<file path="config.mk">
export PLATFORM = sky130hd
export DESIGN_NAME = qbd_port
export DESIGN_NICKNAME = d
export VERILOG_FILES = /design/src/rtl/qbd_port.sv
export SDC_FILE = /design/constraint.sdc
export NUM_CORES = 1
export LEC_CHECK = 0
export ABC_AREA = 1
export BUFFER_PORTS_ARGS = -buffer_cell sky130_fd_sc_hd__buf_4
export CORE_UTILIZATION = 57
export DETAILED_ROUTE_END_ITERATION = 16
export GPL_ROUTABILITY_DRIVEN = 0
export PLACE_DENSITY = 0.95
export SYNTH_ARGS = -nofsm -noshare
export SYNTH_HDL_FRONTEND = slang
export SYNTH_SLANG_ARGS = --single-unit
export TNS_END_PERCENT = 1
</file>
<file path="constraint.sdc">
create_clock -name clk -period 5.3 [get_ports clk]
set_input_delay 0.265 -clock clk [delete_from_list [all_inputs] [get_ports clk]]
set_output_delay 0.265 -clock clk [all_outputs]
set_load 0.01 [all_outputs]
</file>
<file path="src/rtl/qbd_port.sv">
module qbd_port #(
  parameter int W      = 8,
  parameter bit PULLUP = 1'b1,
  localparam int BW    = (W > 1) ? $clog2(W) : 1
) (
  input  logic          clk,
  input  logic          rst_n,
  input  logic          wr_en,
  input  logic [W-1:0]  wr_data,
  input  logic          rmw_en,
  input  logic [3:0]    rmw_op,
  input  logic [W-1:0]  rmw_arg,
  input  logic [BW-1:0] rmw_bit,
  input  logic          carry_in,
  input  logic          rd_pin_en,
  input  logic          rd_latch_en,
  output logic [W-1:0]  rd_data,
  input  logic [W-1:0]  pad_in,
  output logic [W-1:0]  pd_en,
  output logic [W-1:0]  pu_en
);

  localparam logic [W-1:0] ONE = W'(1);

  logic [W-1:0] lat, nxt, s1, s2;

  always_comb begin
    nxt = lat;
    case (rmw_op)
      4'd0: nxt = lat & rmw_arg;
      4'd1: nxt = lat | rmw_arg;
      4'd2: nxt = lat ^ rmw_arg;
      4'd3: nxt = lat + ONE;
      4'd4: nxt = lat - ONE;
      4'd5: nxt[rmw_bit] = 1'b1;
      4'd6: nxt[rmw_bit] = 1'b0;
      4'd7: nxt[rmw_bit] = ~lat[rmw_bit];
      4'd8: nxt[rmw_bit] = carry_in;
      default: nxt = lat;
    endcase
  end

  always_ff @(posedge clk or negedge rst_n) begin
    if (!rst_n)      lat <= '1;
    else if (rmw_en) lat <= nxt;
    else if (wr_en)  lat <= wr_data;
  end

  always_ff @(posedge clk or negedge rst_n) begin
    if (!rst_n) begin
      s1 <= '1;
      s2 <= '1;
    end else begin
      s1 <= pad_in;
      s2 <= s1;
    end
  end

  assign rd_data = rd_pin_en ? s2 : (rd_latch_en ? lat : '0);
  assign pd_en   = ~lat;

  generate
    if (PULLUP) begin : g_pu
      assign pu_en = lat;
    end else begin : g_od
      assign pu_en = '0;
    end
  endgenerate

endmodule

</file>
Word level (Yosys, flattened, before mapping)
Cells that the tools add are included.
{"block": "totals", "n_memories": 0, "latchBits": 0, "word_cells": 39, "input_bits": 38, "ramBits": 0, "reg_bits": 24, "mem_bits_ro": 0}
{"block": "op_classes", "bitwise": 8, "n_mul": 0, "div_mod_pow": 0, "n_lt_le_gt_ge": 2, "n_mux": 11, "shifts": 0, "addsub": 2, "n_reduce_logical": 4, "n_eq_ne": 9}
{"op": "8-bit case mux with 9 select lines", "count": 1}
{"op": "8-bit two-way mux", "count": 4}
{"op": "8-bit AND", "count": 2}
{"op": "8-bit bitwise mux", "count": 2}
{"op": "4-bit by 3-bit equality test with 1-bit output, second input constant", "count": 4}
{"op": "8-bit inverter", "count": 2}
{"op": "8-bit OR", "count": 2}
{"op": "10-bit by 1-bit inequality test with 1-bit output, second input constant", "count": 1}
{"op": "8-bit by 1-bit adder with 8-bit output, second input constant", "count": 1}
{"op": "4-bit by 2-bit equality test with 1-bit output, second input constant", "count": 2}
{"op": "8-bit by 1-bit subtractor with 8-bit output, second input constant", "count": 1}
{"op": "8-bit XOR", "count": 1}
{"op": "4-bit by 1-bit equality test with 1-bit output, second input constant", "count": 1}
{"op": "4-bit equality test, second input constant", "count": 1}
{"op": "4-bit zero test", "count": 1}
{"op": "3-bit by 4-bit less-than comparator with 1-bit output, second input constant", "count": 1}
{"op": "1-bit binary-select mux with 3-bit select", "count": 1}
{"op": "1-bit demux with 3-bit select", "count": 1}
{"op": "3-bit by 1-bit greater-or-equal comparator with 1-bit output, second input constant", "count": 1}
{"op": "1-bit two-way mux", "count": 2}
{"op": "2-bit AND reduction", "count": 1}
{"op": "2-bit nonzero test", "count": 1}
{"op": "1-bit logical AND", "count": 1}
{"op": "1-bit inverter", "count": 1}

Longest topological paths before layout
{"block": "logic_depth", "word_depth": 8, "mapped_depth": 16, "depth_no_buf": 16}

Worst setup path before layout
No wires, ideal clock.
{"block": "synth_path", "path_kind": "reg-to-reg", "from": "register lat[1], in the netlist pu_en[1]", "to": "register lat[2], in the netlist pu_en[2]", "path_slack_ns": 3.397, "arrival_ns": 1.821, "stages_incl_launch_ff": 16, "cell_sequence": "dfstp_2 clkbuf_1 inv_1 nand2_1 nand2_1 inv_1 ha_1 inv_1 nand2_1 nand3_1 nand3_1 nand2_1 nor2_1 nand3_1 o211ai_1 nand2_1"}
{"block": "synth_between", "elab_chain_cells": 6, "elab_cells_between_ends": 8, "cone_classes": "2 x add/sub; 5 x mux; 1 x bitwise"}
{"element": "start, declared", "line_no": "25", "text": "logic [W-1:0] lat, nxt, s1, s2;"}
{"element": "start signal, assigned", "line_no": "45", "text": "else if (rmw_en) lat <= nxt;"}
{"element": "start signal, assigned", "line_no": "46", "text": "else if (wr_en) lat <= wr_data;"}
{"element": "parallel branches: the longest is 4 deep, another holds 8-bit by 1-bit subtractor with 8-bit output"}
{"element": "8-bit case mux with 9 select lines (*)", "line_no": "29", "text": "case (rmw_op)"}
{"element": "8-bit two-way mux (*)", "line_no": "45"}
Mark *: on every way between the ends. The select of a mux whose other input is x is not followed.
A chain may end at the register's enable or synchronous reset.

Final worst setup path
Ends and elaborated chain as after synthesis.

==> out/results.txt <==
top-count cell post-synth = nand2_1
Post-Syn Area per Cell = 6.06 µm²
Clock Tree Buf Depth = 2
total number of vias = 2800
Most used DFF post-synth = dfstp_2
cell mode on critical path = nand2_1
# DRC = 0
top post-synthesis cells by area = dfstp_2 (28%), nand2_1 (21%), nand3_1 (10%)
total CTS buffers = 3
total gr overflow = 0
n_diodes = 0
Pleak = 1.42 nW
Worst Clk Skew = 0.000863 ns
Worst Path Max Fanout = 9
Post-CTS Resized = 0
clk slew on worst S/H paths = 0.08 ns
YS warnings = 0
Setup crit end kind = register
Initial Utilization = 0.600
pwr dens = 244 nW/µm²
Max-cap violations = 0
clk_lat worst skew = 0.27 ns
Worst EP required = 5.50 ns
peak supply drop = 281 µV
CTS HTree Levels = 1
largest net degree at the start of global routing = 25
Slowest cell on crit path = dfstp_2
Core Region = 3690 µm²
fillers = 315
Seq/Total Area, Yosys = 0.285
crit share post-route = 0.390
Fmax = 484 MHz
Clock Tree Root = clkbuf_8
post-synthesis register bit count = 24
fin. max-slew vios = 0
Syn Inst Count = 365
DIE HEIGHT = 64.3 µm
RSZ-0062 raised after global routing = false
via density per instance = 6.01
status = complete, no violations
top post-synthesis cells by count = nand2_1 (123), nand3_1 (46), inv_1 (35), o21ai_0 (33), nor2_1 (30)
clock net sink count = 24
Cell Rows = 22
Post-DP HPWL = 5270 µm
hold buffer count at cts = 0
Avg WL per Cell = 15.2 µm
Startpoint Class = register
post-synth top area cell = dfstp_2
Post-CTS Setup Inserts = 0
hold_ws = 0.0966 ns
crit path kind = reg -> reg
CP arrival = 2.27 ns
number of I/O port buffers = 61
number of global-route vias before repair = 2406
Area Growth Syn to Fin = 23.5%
ANT nets after route = 0
Buffers & Inverters on Critical Path = 3
setup_tns = 0 ns
Ports = 62
Slew HR = 0.0995
Setup-failing EPs final = 0
Final min period = 2.07 ns
worst slew pin tran = 1.34 ns
family with the most delay on the worst path = simple AND/OR/NAND/NOR gates
final hold vios = 0
drt total wl = 7090 µm
Synth top area share = 0.285
drt first pass iters = 6
min-delay worst type = in -> reg
fraction of layout cells with a size suffix above 1 = 0.251
crit-path cells = inv_1 -> nand2_1 -> nand2_1 -> inv_1 -> ha_1 -> inv_1 -> nand2_1 -> nand3_1 -> nand3_1 -> nand2_1 -> nor2_1 -> nand3_1 -> o211ai_1 -> nand2_1
global-route wire length before repair = 11000 µm
First DRT Iteration DRCs = 452
Post-Syn Area = 2210 µm²
Horiz. Die Dim = 64.3 µm
Syn Nets = 404
Netlist cell types = 32
die area = 4140 µm²
initial antenna violation count = 0
CTS tree = yes
Worst path max stage delay = 0.67 ns
share of flip-flops with an asynchronous set or reset = 1.00
Post-synth EDFFs = 0
# nets final = 458
GRT Total Usage = 0.347
==> worst paths after layout <==
kind / slack, ns / to / start / depth (start not counted)
max: 3.23 / pu_en[2]$_DFFE_PN1P_ / pu_en[1]$_DFFE_PN1P_ / 14
min: 0.1 / s1[0]$_DFF_PN1_ / pad_in[0] / 1
max reg2reg: 3.23 / pu_en[2]$_DFFE_PN1P_ / pu_en[1]$_DFFE_PN1P_ / 14
min reg2reg: 0.36 / s2[0]$_DFF_PN1_ / s1[0]$_DFF_PN1_ / 0
max in group asynchronous: 5.15 / s2[2]$_DFF_PN1_ / rst_n / 1
min in group asynchronous: 0.12 / s2[4]$_DFF_PN1_ / rst_n / 1
==> state kept, by name, indices dropped and copies added, names as in the netlist <==
signal	flops
pu_en	8
s1	8
s2	8
==> layout make-up <==
class	instances	area, µm²	area share
multi-input cells	289	1360	0.499
flip-flops and latches	24	631	0.231
repair buffers	61	458	0.168
inverters	40	150	0.0549
well taps	48	60.1	0.0220
clock buffers	3	41.3	0.0151
clock inverters	1	30.0	0.0110
==> stage by stage <==
step	util	cells	instance area, µm²	total power, mW	setup WS [ns]
after detailed placement	0.722	462	2660	0.499	3.24
after global routing	0.741	466	2730	0.699	3.08
after global placement	0.722	462	2660	0.492	3.26
after floorplan	-	365	2210	0.391	3.40
after CTS	0.741	466	2730	0.658	3.33
final	0.741	466	2730	0.667	3.23
==> routing by layer <==
layer | track usage | share of wire | vias up
li1 | - | - | 1301
met3 | 0.0571 | 0.12 | 42
met2 | 0.567 | 0.45 | 221
met4 | 0.117 | 0.050 | 0
met1 | 0.461 | 0.38 | 1236
met5 | 0 | 0 | -
==> logic make-up after synthesis <==
kind of cell / Yosys count / share of synthesized area
flip-flops: 24 / 0.285
XOR/XNOR: 3 / 0.0119
buffers and inverters: 52 / 0.0989
adder cells (fa/ha/maj): 1 / 0.00565
AND/OR/NAND/NOR: 218 / 0.428
AO/OA/AOI/OAI: 67 / 0.170
==> placed cells by master (no fill, tap or decap) <==
cell type  count
nor2_1        30
o211ai_1       2
or2_1          1
o2111ai_1      1
a21oi_1       16
nand3b_1       1
a211oi_1       2
nand2_4        2
a31oi_1        4
xor2_1         3
o221ai_1       1
nand4_1        3
inv_1         35
nand2_2        4
dfstp_2       24
o21ai_1        1
clkbuf_8       3
a21oi_2        1
nor2_4         3
nand3_2        1
nand2_1      123
o22ai_1        3
buf_4         61
o21ai_0       33
nor3_1         4
ha_1           1
bufinv_16      1
a41oi_1        3
nand3_1       46
inv_2          5
==> where the power goes <==
group | internal, mW | switching [mW]
clock | 0.101 | 0.0596
sequential | 0.214 | 0.0341
combinational | 0.104 | 0.155
total | 0.418 | 0.248
Note: power is estimated with default switching activity, not from simulation.
